### config.mk
export PLATFORM = sky130hd
export DESIGN_NAME = outpair_stop_ctrl
export DESIGN_NICKNAME = d
export VERILOG_FILES = /design/src/rtl/outpair_stop_pkg.sv /design/src/rtl/req_sync.sv /design/src/rtl/stop_fsm.sv /design/src/rtl/park_stage.sv /design/src/rtl/outpair_stop_ctrl.sv
export SDC_FILE = /design/constraint.sdc
export NUM_CORES = 1
export LEC_CHECK = 0
export BUFFER_PORTS_ARGS = -buffer_cell sky130_fd_sc_hd__buf_2
export CORE_UTILIZATION = 43
export DETAILED_ROUTE_END_ITERATION = 6
export PLACE_DENSITY_LB_ADDON = 0.2
export SETUP_SLACK_MARGIN = 0.5
export SYNTH_ARGS = -nofsm -noshare
export SYNTH_HDL_FRONTEND = slang
export SYNTH_SLANG_ARGS = --single-unit
### constraint.sdc
create_clock -name cmp_clk -period 2.35 [get_ports cmp_clk]
set_clock_uncertainty 0.2 [all_clocks]
set_input_delay 0.1175 -clock cmp_clk [delete_from_list [all_inputs] [get_ports cmp_clk]]
set_output_delay 0.1175 -clock cmp_clk [all_outputs]
set_load 0.01 [all_outputs]
### src/rtl/outpair_stop_pkg.sv
package outpair_stop_pkg;

    typedef enum logic [1:0] {
        ST_WAKE = 2'd0,
        ST_RUN  = 2'd1,
        ST_STOP = 2'd2,
        ST_DOWN = 2'd3
    } pwr_state_e;

endpackage

### src/rtl/req_sync.sv
module req_sync #(
    parameter int   STAGES  = 2,
    parameter logic RST_VAL = 1'b1
) (
    input  logic clk,
    input  logic rst_n,
    input  logic din,
    output logic dout
);
    typedef struct packed {
        logic [STAGES-1:0] chain;
    } sync_s;

    sync_s sync_d, sync_q;

    always_comb begin
        sync_d = sync_q;
        sync_d.chain = {sync_q.chain[STAGES-2:0], din};
    end

    always_ff @(posedge clk or negedge rst_n) begin
        if (!rst_n) sync_q <= '{chain: {STAGES{RST_VAL}}};
        else        sync_q <= sync_d;
    end

    assign dout = sync_q.chain[STAGES-1];
endmodule

### src/rtl/stop_fsm.sv
module stop_fsm
    import outpair_stop_pkg::*;
#(
    parameter int CONFIRM = 2
) (
    input  logic clk,
    input  logic rst_n,
    input  logic pd_s,
    input  logic lock,
    input  logic park_done,
    output logic parking,
    output logic pll_off
);
    localparam int CW = $clog2(CONFIRM + 1);
    localparam logic [CW-1:0] CMAX = CW'(CONFIRM);

    typedef struct packed {
        pwr_state_e    state;
        logic [CW-1:0] cnt;
        logic          off;
    } fsm_s;

    fsm_s fsm_d, fsm_q;

    always_comb begin
        fsm_d = fsm_q;
        if (pd_s)               fsm_d.cnt = '0;
        else if (fsm_q.cnt != CMAX) fsm_d.cnt = fsm_q.cnt + 1'b1;
        case (fsm_q.state)
            ST_WAKE: begin
                if (fsm_d.cnt == CMAX) fsm_d.state = ST_STOP;
                else if (lock)         fsm_d.state = ST_RUN;
            end
            ST_RUN: begin
                if (fsm_d.cnt == CMAX) fsm_d.state = ST_STOP;
            end
            ST_STOP: begin
                if (park_done) begin
                    fsm_d.state = ST_DOWN;
                    fsm_d.off   = 1'b1;
                end
            end
            default: begin
                if (pd_s) begin
                    fsm_d.state = ST_WAKE;
                    fsm_d.off   = 1'b0;
                end
            end
        endcase
    end

    always_ff @(posedge clk or negedge rst_n) begin
        if (!rst_n) fsm_q <= '{state: ST_WAKE, cnt: '0, off: 1'b0};
        else        fsm_q <= fsm_d;
    end

    assign parking = (fsm_q.state != ST_RUN);
    assign pll_off = fsm_q.off;

    // entry into the stop state needs the request low at the last two samples
    assert_two_edge_confirm_R2: assert property (@(posedge clk) disable iff (!rst_n)
        $rose(fsm_q.state == ST_STOP) |-> (!$past(pd_s) && $past(fsm_q.cnt) == CMAX - 1'b1));

    // running resumes only after lock was observed
    assert_lock_before_run_R7: assert property (@(posedge clk) disable iff (!rst_n)
        $rose(fsm_q.state == ST_RUN) |-> $past(lock));

    // PLL shutdown only while the output stage reports parked
    assert_off_needs_park_R6: assert property (@(posedge clk) disable iff (!rst_n)
        fsm_q.off |-> park_done);
endmodule

### src/rtl/park_stage.sv
module park_stage #(
    parameter int NPAIR = 8
) (
    input  logic             clk,
    input  logic             rst_n,
    input  logic             park_req,
    input  logic [NPAIR-1:0] en,
    input  logic             flt,
    output logic             park_done,
    output logic [NPAIR-1:0] pair_run,
    output logic [NPAIR-1:0] tru_hi,
    output logic [NPAIR-1:0] tru_z,
    output logic [NPAIR-1:0] cmp_z
);
    typedef struct packed {
        logic             park;
        logic [NPAIR-1:0] en;
        logic             flt;
    } out_s;

    out_s out_d, out_q;

    always_comb begin
        out_d      = out_q;
        out_d.park = park_req;
        out_d.en   = en;
        out_d.flt  = flt;
    end

    // falling edge of the complement clock: every change lands in its low phase
    always_ff @(negedge clk or negedge rst_n) begin
        if (!rst_n) out_q <= '{park: 1'b1, en: '0, flt: 1'b0};
        else        out_q <= out_d;
    end

    assign park_done = out_q.park;

    for (genvar i = 0; i < NPAIR; i++) begin : g_pair
        logic parked;
        assign parked      = out_q.park | ~out_q.en[i];
        assign pair_run[i] = ~parked;
        assign tru_hi[i]   = parked & ~out_q.flt;
        assign tru_z[i]    = parked & out_q.flt;
        assign cmp_z[i]    = parked;
    end
endmodule

### src/rtl/outpair_stop_ctrl.sv
module outpair_stop_ctrl #(
    parameter int NPAIR    = 8,
    parameter int CONFIRM  = 2,
    parameter int SYNC_STG = 2
) (
    input  logic             cmp_clk,
    input  logic             rst_n,
    input  logic             pd_n,
    input  logic             park_float,
    input  logic [NPAIR-1:0] pair_en,
    input  logic             pll_lock,
    output logic             pll_off,
    output logic [NPAIR-1:0] pair_run,
    output logic [NPAIR-1:0] tru_hi,
    output logic [NPAIR-1:0] tru_z,
    output logic [NPAIR-1:0] cmp_z
);
    logic pd_s;
    logic parking;
    logic park_done;

    req_sync #(.STAGES(SYNC_STG), .RST_VAL(1'b1)) u_sync (
        .clk(cmp_clk), .rst_n(rst_n), .din(pd_n), .dout(pd_s)
    );

    stop_fsm #(.CONFIRM(CONFIRM)) u_fsm (
        .clk(cmp_clk), .rst_n(rst_n), .pd_s(pd_s), .lock(pll_lock),
        .park_done(park_done), .parking(parking), .pll_off(pll_off)
    );

    park_stage #(.NPAIR(NPAIR)) u_park (
        .clk(cmp_clk), .rst_n(rst_n), .park_req(parking), .en(pair_en),
        .flt(park_float), .park_done(park_done), .pair_run(pair_run),
        .tru_hi(tru_hi), .tru_z(tru_z), .cmp_z(cmp_z)
    );

    // no pair toggles while the PLL is told to stop
    assert_quiet_when_off_R6: assert property (@(posedge cmp_clk) disable iff (!rst_n)
        pll_off |-> (pair_run == '0));

    // a pair held disabled never runs
    for (genvar i = 0; i < NPAIR; i++) begin : g_chk
        assert_disabled_parked_R8: assert property (@(posedge cmp_clk) disable iff (!rst_n)
            (!$past(pair_en[i]) && !pair_en[i]) |-> !pair_run[i]);
    end
endmodule

After elaboration in Yosys (flattened, before gate mapping):

Cells that the tools add are included.

* register bits: 17
* bits of input ports: 13
* output and inout bits: 33
* logic and storage cells: 75

* add/subtract/negate cells: 1
* equality and inequality tests: 8
* mux-type cells: 11
* bitwise gates (word level): 42
* reductions and logical operators: 6

Operators by type and width (count)
* NOT 1 bit: 18
* AND 1 bit: 16
* two-way mux 2 bit: 7
* bitwise OR 1 bit: 8
* inequality test 2 x 1 -> 1 bit, second input constant: 3
* one-hot mux 2 bit (3 select lines): 1
* equality test 2 bit, second input constant: 2
* AND reduction 4 bit: 1
* nonzero test 4 bit: 1
* inequality test 3 x 2 -> 1 bit, second input constant: 1
* AND reduction 3 bit: 1
* adder 2 x 1 -> 2 bit, second input constant: 1
* equality test 2 x 1 -> 1 bit, second input constant: 1
* logical NOT 2 bit: 1
* two-way mux 1 bit: 2
* inequality test 2 bit, second input constant: 1
* one-hot mux 1 bit (2 select lines): 1
* nonzero test 2 bit: 1
* OR reduction 2 bit: 1

Longest topological paths before layout:

* depth in word-level cells: 6
* gate-level depth with buffers: 6
* gate-level depth less buffers: 6

Modules after synthesis:

From an unflattened synthesis, not the netlist that was laid out.

* cell total of the unflattened synthesis: 89
* area, all modules: 877.1 um^2

Modules (own cells, without submodules)
* park_stage: instances 1, cells an instance 52, area an instance 485.5 um^2, sequential area each 251.5 um^2
* stop_fsm: instances 1, cells an instance 35, area an instance 339.1 um^2, sequential area each 125.1 um^2
* req_sync: instances 1, cells an instance 2, area an instance 52.6 um^2, sequential area each 52.6 um^2

==> metrics.md <==
| Metric | Value |
|---|---|
| Status | `finished with violations` |
| Failing checks | `setup timing` |
| Worst IR Drop VDD | `0.9323 mV` |
| Setup_tns | `-18.12 ns` |
| Reg-to-reg endpoint | `u_fsm.fsm_q[4]` |
| Die W | `46.48 µm` |
| Kind of end point of the critical path | `primary output` |
| CP Launch Type | `flop` |
| Vias post-DR | `882` |
| Register area share after synthesis | `50.44%` |
| Area leader, netlist | `dfrtn_1` |
| Critical Path Sink | `tru_z[6]` |
| First-pass GRT wire length | `3553 µm` |
| P_leak | `0.8130 nW` |
| R2r setup slk | `-0.51 ns` |
| Final slew viol count | `0` |
| Post-synthesis cell count | `90` |
| RSZ-0062 raised after global routing | `true` |
| CTS tree | `yes` |
| Setup-failing EPs final | `35` |
| Setup Crit Path Kind | `flop to primary output` |
| Num CTS Buffers | `3` |
| Syn Nets | `109` |
| Dpl hpwl | `1359 µm` |
| Synth top area share | `26.47%` |
| Setup WS post-layout | `-0.6022 ns` |
| Initial Utilization | `47.72%` |
| NumNets Final | `163` |
| Seq cells post-synth | `17` |
| Final Hold Fails | `0` |
| DRT iter0 DRCs | `28` |
| Worst Path Required | `2.03 ns` |
| Drc violations | `0` |
| Sink Count | `17` |
| Bufs on Longest Clock Path | `2` |
| Layout cells sized above 1 | `75.52%` |
| Wire per inst | `18.90 µm` |
| Vias in the first global route | `786` |
| Post-Syn Area | `850.8 µm²` |
| Max-cap violations | `0` |
| CP startpoint | `u_park.park_done` |
| Diode count | `0` |
| Site row count | `15` |
| Post-layout util | `92.07%` |
| Area Growth Syn to Fin | `92.94%` |
| Worst R2R Start | `u_park.park_done` |
| I/O Pins | `46` |
| Drt pass-1 iters | `4` |
| Placed cells | `154` |
| Min Hold Slack | `0.1680 ns` |
| Final non-filler cell total | `168` |
| Die area | `2160 µm²` |
| Skew-Pair Late Insertion Delay | `0.36 ns` |
| Worst r2r path cells | `5` |
| I/O Buffers | `45` |
| Worst-path maximum fanout | `6` |
| CTS root buf | `clkbuf_4` |
| Post-Syn Area per Cell | `9.454 µm²` |
| Die H | `46.48 µm` |
| Top cells by area, synth | `dfrtn_1 (26%), dfrtp_1 (15%), dfstp_2 (9.3%), ha_1 (8.8%), buf_4 (7.1%)` |
| Remaining antenna violation count | `0` |
| Worst min path class | `flop to flop` |
| Power, Total | `1.836 mW` |
| Pwr dens | `1119 nW/µm²` |
| Synth warn | `0` |
| Post-synth cell types | `18` |
| Initial antenna violation count | `0` |
| Number of H-tree levels | `1` |
| Routed WL | `3175 µm` |
| Worst-path clk slew | `0.11 ns` |
| GRT overflow | `0` |
| Crit path DAT | `2.63 ns` |
| Largest net degree at the start of global routing | `17` |
| Slew HR | `67.80%` |
| GP Congestion | `0.7460` |
| GRT Util Overall | `25.02%` |
| Core Region | `1783 µm²` |
| Vias per cell | `5.250` |
| Slew at the pin with the worst max-slew slack | `0.4793 ns` |
==> per-stage QoR <==
stage	cell area [µm²]	setup WS (ns)
floorplan	970.9	-0.2211
global placement	1190	-0.2272
detailed placement	1190	-0.2791
CTS	1518	-0.5312
global route	1642	-0.6254
finish	1642	-0.6022
==> worst max-delay path, cell delays in order, from the launching register on <==
cell,delay (ns)
dfstp_2,0.56
inv_4,0.05
buf_12,0.16
nand2_8,0.08
and2_4,0.15
buf_6,0.10
==> synthesized netlist by cell type <==
cell type and number:
inv_1 15, nor2_1 11, nand2_1 10, dfrtn_1 9, and2_1 8, buf_4 8, ha_1 6, a21oi_1 5
dfrtp_1 5, dfstp_2 3, and2b_2 2, mux2_1 2, clkbuf_1 1, inv_2 1, nor3_1 1, nor3b_2 1
o21ai_1 1, o22ai_1 1
==> report_power, final <==
group / internal (mW) / switching, mW
clock: 0.0656 / 0.110
combinational: 0.617 / 0.642
sequential: 0.353 / 0.0493
==> flip-flops by register name (all words and copies together) (netlist names) <==
name              flops
u_park.out_q          9
u_fsm.fsm_q           4
u_sync.sync_q         2
u_fsm.pll_off         1
u_park.park_done      1
==> what timing repair did <==
item                                    CTS  global route
gates resized for setup                  50            21
pin swaps                                 2            12
endpoints found under the setup margin   36            36
buffers inserted                          6             2
hold buffers                              2             0
hold endpoints to repair                  8             0
==> layer usage <==
layer	part of all wire, %	up-vias	GRT usage (%)
met5	0	-	0
met4	4.0	0	9.412
met3	4.3	14	5.882
met2	57	51	51.39
met1	34	442	22.31
li1	-	375	-
==> layout make-up <==
| type | count | area [µm²] |
|---|---|---|
| clock inverters | 2 | 8.758 |
| repair buffers | 58 | 541.8 |
| clock buffers | 3 | 22.52 |
| inverters | 15 | 86.33 |
| well taps | 25 | 31.28 |
| multi-input cells | 48 | 520.5 |
| flip-flops and latches | 17 | 430.4 |
| fillers | 54 | 141.4 |
==> placed cells by master (no fill, tap or decap), drive strengths merged <==
master | netlist | layout
inv | 16 | 16
ha | 6 | 6
clkinv | 0 | 1
nor3 | 1 | 1
dfrtn | 9 | 9
o21ai | 1 | 1
clkbuf | 1 | 3
nor2 | 11 | 11
dfstp | 3 | 3
dlygate4sd3 | 0 | 2
nor3b | 1 | 1
dfrtp | 5 | 5
buf | 8 | 56
and2 | 8 | 8
and2b | 2 | 2
nand2 | 10 | 10
mux2 | 2 | 2
o22ai | 1 | 1
a21oi | 5 | 5
==> logic make-up (layout without fill, tap and decap cells) <==
| family | Yosys count | after routing | synth area share [%] |
|---|---|---|---|
| AOI/OAI and AO/OA | 7 | 7 | 4.264 |
| adders and majority gates | 6 | 6 | 8.823 |
| buffers and inverters | 25 | 78 | 14.56 |
| DFF | 17 | 17 | 50.44 |
| muxes | 2 | 2 | 2.647 |
| and+or+nand+nor | 33 | 33 | 19.27 |
==> how the worst min path moves through the flow <==
stage                                start          endpoint  slack [ns]  depth (start not counted)
final                     u_sync.sync_q[0]  u_sync.sync_q[1]        0.17                          0
after global routing      u_sync.sync_q[0]  u_sync.sync_q[1]        0.17                          0
after CTS                 u_sync.sync_q[0]  u_sync.sync_q[1]        0.17                          0
after detailed placement             rst_n    u_fsm.fsm_q[2]       -0.15                          1
after global placement               rst_n    u_fsm.fsm_q[2]       -0.15                          1
after floorplan                      rst_n    u_fsm.fsm_q[1]       -0.38                          0
Note: power is estimated with default switching activity, not from simulation.
